<file path="src/rtl/fmul_pkg.sv">
package fmul_pkg;

    // Default split exponent: the split point is 2**FM_K.
    localparam int unsigned FM_K = 3;

    // Which correction is applied to the shifted term.
    typedef enum logic {
        BR_SUB = 1'b0,
        BR_ADD = 1'b1
    } fmul_branch_e;

    function automatic int unsigned fm_opw(input int unsigned k);
        return k + 1;
    endfunction

    function automatic int unsigned fm_pw(input int unsigned k);
        return 2 * (k + 1);
    endfunction

endpackage

</file>
<file path="src/rtl/fmul_factor.sv">
module fmul_factor
    import fmul_pkg::*;
#(
    parameter int unsigned K = FM_K
) (
    input  logic [K:0]   a_in,
    output fmul_branch_e br,
    output logic [K:0]   resid
);
    // The split point 2**K, expressed in K+1 bits.
    localparam logic [K:0] SPLIT = {1'b1, {K{1'b0}}};

    always_comb begin
        if (a_in <= SPLIT) begin
            br    = BR_SUB;
            resid = SPLIT - a_in;
        end else begin
            br    = BR_ADD;
            resid = a_in - SPLIT;
        end
    end
endmodule

</file>
<file path="src/rtl/fmul_shiftadd.sv">
module fmul_shiftadd #(
    parameter int unsigned MW = 4,
    parameter int unsigned RW = 4,
    parameter int unsigned PW = 8
) (
    input  logic [MW-1:0] mcand,
    input  logic [RW-1:0] mplier,
    output logic [PW-1:0] prod
);
    logic [PW-1:0] row [RW];
    logic [PW-1:0] acc [RW+1];

    assign acc[0] = '0;

    // One shifted copy of the multiplicand for each residual bit, accumulated in turn.
    for (genvar i = 0; i < RW; i++) begin : g_row
        assign row[i]   = mplier[i] ? (PW'(mcand) << i) : '0;
        assign acc[i+1] = acc[i] + row[i];
    end

    assign prod = acc[RW];
endmodule

</file>
<file path="src/rtl/fmul_prefix_addsub.sv">
module fmul_prefix_addsub #(
    parameter int unsigned N = 8
) (
    input  logic [N-1:0] x,
    input  logic [N-1:0] y,
    input  logic         sub,
    output logic [N-1:0] s,
    output logic         co
);
    localparam int unsigned LV = $clog2(N);

    logic [N-1:0] yy, p, g;
    logic [N-1:0] gl [LV+1];
    logic [N-1:0] pl [LV+1];

    // A subtraction inverts the second operand and forces a carry in.
    assign yy    = sub ? ~y : y;
    assign p     = x ^ yy;
    assign g     = x & yy;
    assign gl[0] = {g[N-1:1], g[0] | (p[0] & sub)};
    assign pl[0] = p;

    // Prefix tree: at each level a node combines with the node 2**lvl positions below it.
    for (genvar lvl = 0; lvl < LV; lvl++) begin : g_lvl
        for (genvar i = 0; i < N; i++) begin : g_bit
            if (i >= (1 << lvl)) begin : g_node
                assign gl[lvl+1][i] = gl[lvl][i] | (pl[lvl][i] & gl[lvl][i-(1<<lvl)]);
                assign pl[lvl+1][i] = pl[lvl][i] & pl[lvl][i-(1<<lvl)];
            end else begin : g_pass
                assign gl[lvl+1][i] = gl[lvl][i];
                assign pl[lvl+1][i] = pl[lvl][i];
            end
        end
    end

    assign s[0] = p[0] ^ sub;
    for (genvar i = 1; i < N; i++) begin : g_sum
        assign s[i] = p[i] ^ gl[LV][i-1];
    end

    assign co = gl[LV][N-1];
endmodule

</file>
<file path="src/rtl/fmul_factor_mult.sv">
module fmul_factor_mult
    import fmul_pkg::*;
#(
    parameter int unsigned K = FM_K
) (
    input  logic [K:0]     op_a,
    input  logic [K:0]     op_b,
    output logic [2*K+1:0] prod
);
    localparam int unsigned W  = fm_opw(K);
    localparam int unsigned PW = fm_pw(K);

    fmul_branch_e  br;
    logic [K:0]    resid;
    logic [PW-1:0] shifted;
    logic [PW-1:0] res_prod;
    logic          carry_out;

    fmul_factor #(.K(K)) u_factor (
        .a_in  (op_a),
        .br    (br),
        .resid (resid)
    );

    // B followed by K zero bits, zero-extended to the product width.
    assign shifted = {1'b0, op_b, {K{1'b0}}};

    fmul_shiftadd #(.MW(W), .RW(K+1), .PW(PW)) u_resmul (
        .mcand  (op_b),
        .mplier (resid),
        .prod   (res_prod)
    );

    fmul_prefix_addsub #(.N(PW)) u_adder (
        .x   (shifted),
        .y   (res_prod),
        .sub (br == BR_SUB),
        .s   (prod),
        .co  (carry_out)
    );
endmodule

</file>
<file path="config.mk">
export PLATFORM = sky130hd
export DESIGN_NAME = fmul_factor_mult
export DESIGN_NICKNAME = d
export VERILOG_FILES = /design/src/rtl/fmul_pkg.sv /design/src/rtl/fmul_factor.sv /design/src/rtl/fmul_shiftadd.sv /design/src/rtl/fmul_prefix_addsub.sv /design/src/rtl/fmul_factor_mult.sv
export SDC_FILE = /design/constraint.sdc
export NUM_CORES = 1
export LEC_CHECK = 0
export BUFFER_PORTS_ARGS = -buffer_cell sky130_fd_sc_hd__buf_2
export CAP_MARGIN = 30
export CORE_MARGIN = 2
export CORE_UTILIZATION = 40
export DETAILED_ROUTE_END_ITERATION = 8
export MAX_ROUTING_LAYER = met4
export SYNTH_ARGS = -nofsm -noshare
export SYNTH_HDL_FRONTEND = slang
export SYNTH_SLANG_ARGS = --single-unit
</file>
<file path="constraint.sdc">
create_clock -name vclk -period 6.25
set_clock_uncertainty 0.05 [all_clocks]
set_input_delay 0.9375 -clock vclk [all_inputs]
set_output_delay 0.9375 -clock vclk [all_outputs]
set_load 0.05 [all_outputs]
</file>
-- After elaboration in Yosys (flattened, before gate mapping)
Index checks and enable logic that the tools add are counted.
- flip-flop bits (word level): 0
- input port bits: 8
- word-level logic and storage cells: 61
- add/subtract/negate cells: 5
- $lt $le $gt $ge: 1
- mux-type cells: 6
- bitwise gates (word level): 49
- operators by type and width (operator ; count):
    AND 1 bit ; 23
    bitwise OR 1 bit ; 15
    adder 8 x 6 -> 8 bit ; 1
    adder 8 x 7 -> 8 bit ; 1
    adder 8 bit ; 1
    2-to-1 mux 4 bit ; 2
    2-to-1 mux 8 bit ; 1
    NOT 8 bit ; 1
    bitwise XOR 1 bit ; 8
    bitwise XOR 7 x 8 -> 8 bit ; 1
    AND 7 bit ; 1
    2-to-1 mux 7 bit ; 1
    2-to-1 mux 6 bit ; 1
    2-to-1 mux 5 bit ; 1
    <= comparator 4 bit (second input constant) ; 1
    subtractor 4 bit (first input constant) ; 1
    subtractor 4 bit (second input constant) ; 1

-- Logic depth before layout (Yosys ltp)
Gate-level depths: netlist of the first run.
- word-level depth: 16
- mapped depth: 20
- gate-level depth less buffers: 20

-- Hierarchy
A second synthesis of the first run with hierarchy kept.
- cells, all modules: 106
- area total of the unflattened synthesis: 900.9 µm²
- modules (own cells, without submodules) (module ; times used ; cells each ; area an instance (µm²) ; sequential area each (µm²)):
    fmul_prefix_addsub ; 1 ; 50 ; 422.9 ; 0.0
    fmul_shiftadd ; 1 ; 42 ; 385.4 ; 0.0
    fmul_factor ; 1 ; 12 ; 85.1 ; 0.0
    fmul_factor_mult ; 1 ; 2 ; 7.5 ; 0.0

-- Least setup slack after synthesis of the first run
No wires, ideal clock.
- path kind: input to output
- start: input op_a[3]
- end: output prod[7]
- arrival: 5213 ps
- required time: 5262 ps
- setup slack: 50 ps
- cell stages on the path: 16
- buffers on the path: 1
- cells stage by stage: buf_2 -> or3_1 -> a21oi_1 -> nand2_1 -> fa_1 -> inv_1 -> fa_1 -> ha_1 -> inv_1 -> fa_1 -> xnor2_1 -> ha_1 -> a21o_1 -> a31oi_2 -> o21ai_2 -> xnor2_1
- longest elaborated chain between the ends: 16
- elaborated cells on any way between the ends: 34
- classes of those cells: add/sub: 5; order compare: 1; mux: 6; bitwise: 22
- RTL lines (what ; line ; RTL):
    start: declaration ; fmul_factor_mult.sv:6 ; input logic [K:0] op_a,
    <= comparator 4 bit ; fmul_factor.sv:14 ; if (a_in <= SPLIT) begin
    2-to-1 mux 4 bit ; fmul_factor.sv:14 ;
    2-to-1 mux 4 bit ; fmul_shiftadd.sv:17 ; assign row[i] = mplier[i] ? (PW'(mcand) << i) : '0;
    adder 8 bit ; fmul_shiftadd.sv:18 ; assign acc[i+1] = acc[i] + row[i];
    adder 8 x 6 -> 8 bit ; fmul_shiftadd.sv:18 ;
    adder 8 x 7 -> 8 bit ; fmul_shiftadd.sv:18 ;
    NOT 8 bit ; fmul_prefix_addsub.sv:17 ; assign yy = sub ? ~y : y;
    2-to-1 mux 8 bit ; fmul_prefix_addsub.sv:17 ;
    bitwise XOR 7 x 8 -> 8 bit ; fmul_prefix_addsub.sv:18 ; assign p = x ^ yy;
    AND 1 bit ; fmul_prefix_addsub.sv:20 ; assign gl[0] = {g[N-1:1], g[0] | (p[0] & sub)};
    bitwise OR 1 bit ; fmul_prefix_addsub.sv:20 ;
    AND 1 bit ; fmul_prefix_addsub.sv:27 ; assign gl[lvl+1][i] = gl[lvl][i] | (pl[lvl][i] & gl[lvl][i-(1<<lvl)]);
    bitwise OR 1 bit ; fmul_prefix_addsub.sv:27 ;
    AND 1 bit ; fmul_prefix_addsub.sv:27 ;
    bitwise OR 1 bit ; fmul_prefix_addsub.sv:27 ;
    bitwise XOR 1 bit (*) ; fmul_prefix_addsub.sv:38 ; assign s[i] = p[i] ^ gl[LV][i-1];
    end: declaration ; fmul_factor_mult.sv:8 ; output logic [2*K+1:0] prod
Every way passes the cells marked *; elsewhere a longest branch is shown, timed or not.

-- Final worst setup path of the first run
- start: input op_a[0]
- end: output prod[7]
- longest elaborated chain between the ends: 16
- elaborated cells on any way between the ends: 34
- classes of those cells: add/sub: 5; order compare: 1; mux: 6; bitwise: 22
- RTL lines (what ; line ; RTL):
    subtractor 4 bit (tied with other cells) ; fmul_factor.sv:19 ; resid = a_in - SPLIT;
    2-to-1 mux 4 bit ; fmul_factor.sv:14 ;
    2-to-1 mux 4 bit ; fmul_shiftadd.sv:17 ;
    adder 8 bit ; fmul_shiftadd.sv:18 ;
    adder 8 x 6 -> 8 bit ; fmul_shiftadd.sv:18 ;
    adder 8 x 7 -> 8 bit ; fmul_shiftadd.sv:18 ;
    NOT 8 bit ; fmul_prefix_addsub.sv:17 ;
    2-to-1 mux 8 bit ; fmul_prefix_addsub.sv:17 ;
    bitwise XOR 7 x 8 -> 8 bit ; fmul_prefix_addsub.sv:18 ;
    AND 1 bit ; fmul_prefix_addsub.sv:20 ;
    bitwise OR 1 bit ; fmul_prefix_addsub.sv:20 ;
    AND 1 bit ; fmul_prefix_addsub.sv:27 ;
    bitwise OR 1 bit ; fmul_prefix_addsub.sv:27 ;
    AND 1 bit ; fmul_prefix_addsub.sv:27 ;
    bitwise OR 1 bit ; fmul_prefix_addsub.sv:27 ;
    bitwise XOR 1 bit (*) ; fmul_prefix_addsub.sv:38 ;
Marked as above.

==> results.ini, run 1 <==
[setup_path]
worstPathMaxFanout=7
slowest_delay_ns=0.53
crit_required_ns=5.26
crit_type=primary input to primary output
cp_top_family=adder cells
worst_setup_path_end_kind=primary output
arrival_ns=4.97
path_depth=19
cp_slowest_cell=fa_1
cp-start-kind=primary input
cp_cell_sequence=buf_2, inv_1, ha_1, o211ai_1, a21oi_1, nand2_1, fa_1, inv_1, fa_1, ha_1, inv_1, fa_1, xnor2_1, ha_1, a21o_1, a31oi_2, o21ai_2, xnor2_1, buf_2
cp.buffers_inverters=5

[sta]
fin_ws_ns=0.2966
period_needed_ns=5.953
max_freq_mhz=168.0
finalHoldViolations=0
slew_viol_final=0
rsz0062_at_grt=false
relSlewSlack_pct=75.45
tns_ns=0
final-setup-viol-count=0
timing.final.crit_share_pct=95.25
worst_pin_slew_ns=0.3682

[logic_synthesis]
yosysTopAreaCell=ha_1
yosys_warnings=0
synth_fa_ha_area_share_pct=38.65
seq_area_frac_synth_pct=0
syn_area_um2=777.0
syn-instance-count=93
synth_fp_nets=122
synth_area_leaders=ha_1 (26%), fa_1 (13%), xnor2_1 (9.0%)
synth_xor_area_share_pct=18.04
synth_top_area_share_pct=25.76
synth_mux_area_share_pct=0
synth_top_family_by_area=adder cells
yosysUniqueCellTypes=25
syn_avg_cell_area_um2=8.355
synth-simple-area-share_pct=21.26
synth_compound_area_share_pct=16.10

[finish]
post_route_cells_drive_above_1_share_pct=21.82
nNetsFinal=141
utilization_pct=50.39
seq_area_um2=0
multi_input_area_um2=730.7
fin_area_um2=898.4
fillers=191
syn2layout_area_growth_pct=15.62
final_cell_mix=ha_1 (16), buf_2 (16), inv_1 (11), xor2_1 (8), xnor2_1 (8)
clockBufferCount=0
seq_cells=0
diodes=0

[global_route]
grt_usage_pct=14.96
grt_pass1_wl_um=2463
grt_overflow_total=0
grt_max_degree=9
grt_pass1_vias=592
antenna_found_initial=0

[routing]
ant_nets=0
drt_wl_total_um=1397
viasPerCell=4.844
drtPass1Iterations=4
post_drt_wl_per_cell_um=10.35
drc_errors=0
num_vias=654
drtIter0Drc=4

[min_path]
hold_depth=3
hold_end=prod[0]
hold_class=primary input to primary output
hold_start=op_a[0]

[place]
io_buffers=16
post_dp_cell_area_um2=898.4
pre_cts_ws_ns=0.2801
gp_congestion=0.6721
dp_hpwl_um=1247

[clock_network]
postCtsSetupRepairBufs=0
ctsHoldBuffers=0
post_cts_resized=0

[run]
maxCapViolCount=0

[run_status]
outcome=completed

[power]
powerDensity_nw_per_um2=275.1
leakagePower_nw=0.4903
peakVddDrop_v=0.0002099
power.total_w=0.0002471

[floorplan]
die_w_um=48.08
die_area_um2=2311
rows=15
boundaryPins=16
coreArea_um2=1783
initial_core_util_pct=43.58
die_y_um=48.08

-- layer usage --
metal | vias to the layer above | global-route usage, % | part of all wire [%] | routed length (µm)
met1 | 300 | 19.55 | 48 | 669
met4 | 0 | 0 | 0 | 0
met5 | - | - | 0 | 0
li1 | 345 | - | - | -
met3 | 0 | 0.3774 | 3.5 | 49
met2 | 9 | 27.20 | 49 | 678
-- through the flow --
stage | hold slack (ns) | cells
CTS | 2.326 | 135
floorplan | 2.007 | 93
finish | 2.321 | 135
global placement | 2.321 | 135
detailed placement | 2.324 | 135
global route | 2.337 | 135
-- logic make-up after synthesis --
group                    count (synthesis)
AO/OA/AOI/OAI                           15
XOR/XNOR                                16
buffers and inverters                   12
AND/OR/NAND/NOR                         29
adder cells (fa/ha/maj)                 21
-- worst max path at each step --
stage	slack (ns)	endpoint	startpoint
3_3_place_gp	0.32	prod[7]	op_a[0]
2_1_floorplan	0.05	prod[7]	op_a[3]
6_report	0.30	prod[7]	op_a[0]
3_5_place_dp	0.28	prod[7]	op_a[0]
4_1_cts	0.26	prod[7]	op_a[0]
5_1_grt	0.003	prod[7]	op_a[0]
-- synth_stat cells, drive strengths merged --
library cell,number
inv,11
xnor2,8
or3,1
nor2,5
a21oi,7
o21ai,1
nand3,1
a2111oi,1
fa,5
a21o,3
nand2,7
nor3,1
nand2b,2
a31oi,1
o211ai,1
and2,7
ha,16
and4b,1
o41a,1
buf,1
nor2b,4
xor2,8
-- where the power goes --
group          internal, W  leakage (nW)  total, W  switching (W)
logic            0.0000790         0.490  0.000247       0.000168
clock network            0             0         0              0
registers                0             0         0              0
-- cell type report --
class              count  share of cell area [%]
inverters             11                   4.596
repair buffers        18                   10.58
well taps             25                   3.482
multi-input cells     81                   81.34
-- worst min-delay path: stages --
cell and delay [ns]:
buf_2 0.13, and2_4 0.16, buf_2 0.20
(Power assumes the default switching activity.)
==> inputs of run 2 (changes only) <==
--- a/config.mk
+++ b/config.mk
@@ -7,6 +7,7 @@
 export LEC_CHECK = 0
 export BUFFER_PORTS_ARGS = -buffer_cell sky130_fd_sc_hd__buf_2
 export CAP_MARGIN = 30
+export CORE_ASPECT_RATIO = 1.2
 export CORE_MARGIN = 2
 export CORE_UTILIZATION = 40
 export DETAILED_ROUTE_END_ITERATION = 8
==> run 2 against run 1 <==
Via count increased by 0.46%. Worst setup slack better by 0.0033 ns. Sequential share of layout area is the same. Utilization down 1.2 points.
==> results.ini, run 2 (same netlist as run 1, synthesis figures left out) <==
[run_status]
outcome=completed  ; unchanged

[sta]
slew_viol_final=0  ; unchanged
rsz0062_at_grt=false  ; unchanged
max_freq_mhz=168.1  ; was 168.0 MHz
final-setup-viol-count=0  ; unchanged
period_needed_ns=5.950  ; was 5.953 ns
timing.final.crit_share_pct=95.20  ; was 95.25%
relSlewSlack_pct=76.76  ; was 75.45%
tns_ns=0  ; unchanged
worst_pin_slew_ns=0.3486  ; was 0.3682 ns
finalHoldViolations=0  ; unchanged

[setup_path]
arrival_ns=4.96  ; was 4.97 ns
worst_setup_path_end_kind=primary output  ; unchanged
crit_required_ns=5.26  ; about the same
cp-start-kind=primary input  ; unchanged
worstPathMaxFanout=7  ; unchanged
crit_type=primary input to primary output  ; unchanged

[power]
powerDensity_nw_per_um2=276.3  ; was 275.1 nW/µm²
peakVddDrop_v=0.0002503  ; was 0.0002099 V
p_switching_w=0.0001684  ; was 0.0001682 W
seqPwrFrac_pct=0  ; about the same
swShare_pct=67.76  ; was 68.05%
power_frac_comb_pct=100.0  ; about the same
pwr-share-clk_pct=0  ; about the same
leakagePower_nw=0.4875  ; was 0.4903 nW
intPower_w=0.00008014  ; was 0.00007896 W

[global_route]
grt_util_met1_pct=15.59  ; was 19.55%
grt_pass1_vias=615  ; was 592
grt_usage_pct=13.80  ; was 14.96%
antenna_found_initial=0  ; unchanged
grt_overflow_total=0  ; unchanged
grt_pass1_wl_um=2449  ; was 2463 µm
use_met3_pct=0  ; was 0.3774%
grt_max_degree=9  ; unchanged
gr-usage-met2_pct=28.19  ; was 27.20%
grt.busiest_layer=met2  ; unchanged

[place]
gp_congestion=0.6991  ; was 0.6721
dp_hpwl_um=1239  ; was 1247 µm
io_buffers=16  ; unchanged

[routing]
drtIter0Drc=2  ; was 4
num_vias=657  ; was 654
drc_errors=0  ; unchanged
ant_nets=0  ; unchanged
drt_wl_total_um=1388  ; was 1397 µm
post_drt_wl_per_cell_um=10.84  ; was 10.35 µm
drtPass1Iterations=4  ; unchanged
viasPerCell=5.133  ; was 4.844

[min_path]
hold_class=primary input to primary output  ; unchanged

[floorplan]
boundaryPins=16  ; unchanged
initial_core_util_pct=42.48  ; was 43.58%
rows=17  ; was 15
die_area_um2=2313  ; was 2311 µm²
die_y_um=52.28  ; was 48.08 µm
die_w_um=44.24  ; was 48.08 µm
coreArea_um2=1829  ; was 1783 µm²

[finish]
final_cell_mix=ha_1 (16), buf_2 (15), inv_1 (11), xnor2_1 (8), xor2_1 (7)  ; was ha_1 (16), buf_2 (16), inv_1 (11), xor2_1 (8), xnor2_1 (8)
post_route_cells_drive_above_1_share_pct=23.85  ; was 21.82%
mostFrequentLayoutCell=ha_1
seq_area_um2=0  ; unchanged
diodes=0  ; unchanged
syn2layout_area_growth_pct=15.78  ; was 15.62%
fillers=192  ; was 191
seq_cells=0  ; unchanged
utilization_pct=49.18  ; was 50.39%
nNetsFinal=140  ; was 141
clockBufferCount=0  ; unchanged

[clock_network]
postCtsSetupRepairBufs=0  ; unchanged
ctsHoldBuffers=0  ; unchanged
post_cts_resized=0  ; unchanged

[run]
maxCapViolCount=0  ; unchanged

run 2: cell types whose count changed in the layout (fill, tap and decap cells not counted):
cell	delta
a21oi_2	+1
nor2_2	+1
a21oi_1	-1
xor2_2	+1
xor2_1	-1
nor2_1	-1
buf_4	-1
clkbuf_4	+1
buf_2	-1
run 2: worst paths after layout:
path                  startpoint      end  slack [ns]  depth (start not counted)
worst max-delay path     op_a[0]  prod[7]        0.30                         19
worst min-delay path     op_a[0]  prod[0]        2.32                          3
run 2: power by group through the flow:
stage	logic [W]	clock network (W)	registers, W
after floorplan	0.000206	0	0
after global placement	0.000248	0	0
after detailed placement	0.000250	0	0
after CTS	0.000251	0	0
after global routing	0.000273	0	0
final	0.000249	0	0
run 2: worst max-delay path: stages:
cell      delay [ns]
buf_2           0.14
inv_1           0.06
ha_1            0.25
o211ai_1        0.15
a21oi_2         0.20
nand2_1         0.10
fa_1            0.51
inv_1           0.06
fa_1            0.54
ha_1            0.18
inv_1           0.06
fa_1            0.44
xnor2_1         0.14
ha_1            0.33
a21o_1          0.21
a31oi_2         0.21
o21ai_2         0.09
xnor2_1         0.13
clkbuf_4        0.24
run 2: layer usage:
metal | up-vias | part of all wire, %
met5 | - | 0
met4 | 0 | 0
met3 | 0 | 2.7
met2 | 9 | 57
met1 | 306 | 40
li1 | 342 | -
run 2: through the flow:
| step | instance area, µm² | cells | hold slack (ns) | total power, W | worst slack [ns] |
|---|---|---|---|---|---|
| 2_1_floorplan | 777.0 | 93 | 2.007 | 0.0002062 | 0.04989 |
| 3_3_place_gp | 883.3 | 128 | 2.329 | 0.0002479 | 0.2080 |
| 3_5_place_dp | 883.3 | 128 | 2.328 | 0.0002497 | 0.1941 |
| 4_1_cts | 883.3 | 128 | 2.330 | 0.0002506 | 0.1615 |
| 5_1_grt | 899.6 | 128 | 2.346 | 0.0002731 | 0.000003997 |
| 6_report | 899.6 | 128 | 2.325 | 0.0002486 | 0.2999 |
run 2: layout make-up:
cell class | count | area [µm²] | area share, %
Inverter | 11 | 41.29 | 4.590
Multi-Input combinational cell | 81 | 744.5 | 82.75
Tap cell | 19 | 23.77 | 2.643
Timing Repair Buffer | 17 | 90.09 | 10.01
==> inputs of run 3 (changes only) <==
--- a/config.mk
+++ b/config.mk
@@ -8,7 +8,6 @@
 export BUFFER_PORTS_ARGS = -buffer_cell sky130_fd_sc_hd__buf_2
 export CAP_MARGIN = 30
 export CORE_ASPECT_RATIO = 1.2
-export CORE_MARGIN = 2
 export CORE_UTILIZATION = 40
 export DETAILED_ROUTE_END_ITERATION = 8
 export MAX_ROUTING_LAYER = met4
==> run 3 against run 2 <==
Count of clock-buffer cells in the layout unchanged. First-iteration DRC count grew 100%. Non-clock buffer count is 1 higher. Global-route usage up 2.0 points. Highest routed layer unchanged.
==> results.ini, run 3 (same netlist as run 1, synthesis figures left out) <==
[sta]
rsz0062_at_grt=false  ; unchanged
timing.final.crit_share_pct=95.28  ; was 95.20%
period_needed_ns=5.955  ; was 5.950 ns
max_freq_mhz=167.9  ; was 168.1 MHz
relSlewSlack_pct=77.77  ; was 76.76%
tns_ns=0  ; unchanged
worst_pin_slew_ns=0.3335  ; was 0.3486 ns
final-setup-viol-count=0  ; unchanged
hold_ws_ns=2.328  ; was 2.325 ns
finalHoldViolations=0  ; unchanged
slew_viol_final=0  ; unchanged

[min_path]
hold_depth=3  ; unchanged
hold_end=prod[0]  ; unchanged
hold_start=op_a[0]  ; unchanged
hold_class=primary input to primary output  ; unchanged

[power]
p_switching_w=0.0001685  ; was 0.0001684 W
power.total_w=0.0002480  ; was 0.0002486 W
power_frac_comb_pct=100.0  ; about the same
pwr-share-clk_pct=0  ; about the same
peakVddDrop_v=0.0002479  ; was 0.0002503 V
intPower_w=0.00007947  ; was 0.00008014 W
powerDensity_nw_per_um2=277.2  ; was 276.3 nW/µm²
leakagePower_nw=0.4903  ; was 0.4875 nW
swShare_pct=67.95  ; was 67.76%
seqPwrFrac_pct=0  ; about the same

[setup_path]
arrival_ns=4.97  ; was 4.96 ns
cp_slowest_cell=fa_1  ; unchanged
worstPathMaxFanout=7  ; unchanged
cp_top_family=adder cells  ; unchanged
crit_type=primary input to primary output  ; unchanged
cp_cell_sequence=buf_2, inv_1, ha_1, o211ai_1, a21oi_2, nand2_1, fa_1, inv_1, fa_1, ha_1, inv_1, fa_1, xnor2_1, ha_1, a21o_1, a31oi_2, o21ai_2, xnor2_1, buf_2  ; was buf_2, inv_1, ha_1, o211ai_1, a21oi_2, nand2_1, fa_1, inv_1, fa_1, ha_1, inv_1, fa_1, xnor2_1, ha_1, a21o_1, a31oi_2, o21ai_2, xnor2_1, clkbuf_4
cp-start-kind=primary input  ; unchanged
worst_setup_path_end_kind=primary output  ; unchanged
cp.buffers_inverters=5  ; unchanged
crit_required_ns=5.26  ; about the same
slowest_delay_ns=0.54  ; about the same

[finish]
fillers=200  ; was 192
post_route_cells_drive_above_1_share_pct=22.73  ; was 23.85%
seq_cells=0  ; unchanged
utilization_pct=48.91  ; was 49.18%
nNetsFinal=141  ; was 140
syn2layout_area_growth_pct=15.14  ; was 15.78%
diodes=0  ; unchanged
final_cells=129  ; was 128
clockBufferCount=0  ; unchanged
seq_area_um2=0  ; unchanged
final_cell_mix=ha_1 (16), buf_2 (16), inv_1 (11), xor2_1 (8), xnor2_1 (8)  ; was ha_1 (16), buf_2 (15), inv_1 (11), xnor2_1 (8), xor2_1 (7)

[global_route]
grt_pass1_wl_um=2684  ; was 2449 µm
antenna_found_initial=0  ; unchanged
use_met3_pct=0  ; unchanged
grt_util_met1_pct=17.32  ; was 15.59%
grt_overflow_total=0  ; unchanged
gr-usage-met2_pct=33.08  ; was 28.19%
grt_usage_pct=15.81  ; was 13.80%
grt.busiest_layer=met2  ; unchanged
grt_pass1_vias=677  ; was 615
grt_max_degree=9  ; unchanged

[routing]
drt_wl_total_um=1413  ; was 1388 µm
drtPass1Iterations=4  ; unchanged
drtIter0Drc=4  ; was 2
drc_errors=0  ; unchanged
post_drt_wl_per_cell_um=10.95  ; was 10.84 µm
viasPerCell=5.163  ; was 5.133
ant_nets=0  ; unchanged
num_vias=666  ; was 657

[run_status]
outcome=completed  ; unchanged

[place]
io_buffers=16  ; unchanged
dpl.cell_count=129  ; was 128
gp_congestion=0.7244  ; was 0.6991
dp_hpwl_um=1290  ; was 1239 µm

[floorplan]
die_y_um=50.28  ; was 52.28 µm
die_w_um=42.24  ; was 44.24 µm
coreArea_um2=1829  ; unchanged
die_area_um2=2124  ; was 2313 µm²
initial_core_util_pct=42.48  ; unchanged
boundaryPins=16  ; unchanged
rows=17  ; unchanged

[clock_network]
ctsHoldBuffers=0  ; unchanged

[run]
maxCapViolCount=0  ; unchanged

-- run 3: cell count changes in the layout (fill, tap and decap cells not counted), sizes merged --
cell    delta
clkbuf     -1
buf        +2
-- run 3: how the worst max path moves through the flow --
stage / cells past startpoint / startpoint / endpoint / slack [ns]
final: 19 / op_a[0] / prod[7] / 0.30
after global routing: 19 / op_a[0] / prod[7] / 0.002
after CTS: 19 / op_a[0] / prod[7] / 0.20
after detailed placement: 19 / op_a[0] / prod[7] / 0.21
after global placement: 19 / op_a[0] / prod[7] / 0.27
after floorplan: 16 / op_a[3] / prod[7] / 0.05
-- run 3: routing by layer --
layer	vias to the layer above	routed length [µm]
li1	344	-
met1	312	571
met2	10	813
met3	0	29
met4	0	0
met5	-	0
-- run 3: timing repair --
item                                    in CTS  in global routing
endpoints found under the setup margin       0                  2
gates resized for setup                      0                  1
setup buffers                                0                  0
-- run 3: worst min-delay path, stage by stage --
cell	delay, ns
buf_2	0.14
and2_4	0.16
buf_2	0.21
-- run 3: metrics by stage --
| stage | instance area (µm²) | worst slack [ns] |
|---|---|---|
| floorplan | 777.0 | 0.04989 |
| global placement | 890.9 | 0.2740 |
| detailed placement | 890.9 | 0.2123 |
| CTS | 890.9 | 0.1979 |
| global route | 894.6 | 0.002499 |
| finish | 894.6 | 0.2950 |
-- run 3: area by class of cell --
cell class | count | area (µm²) | share of cell area, %
timing repair buffer | 18 | 95.09 | 10.63
multi-input combinational | 81 | 734.5 | 82.10
tap | 19 | 23.77 | 2.657
inverter | 11 | 41.29 | 4.615
-- run 3: power groups by stage --
stage	clock network [W]	registers (W)	logic, W
floorplan	0	0	0.000206
detailed placement	0	0	0.000250
global placement	0	0	0.000248
global route	0	0	0.000269
CTS	0	0	0.000251
finish	0	0	0.000248
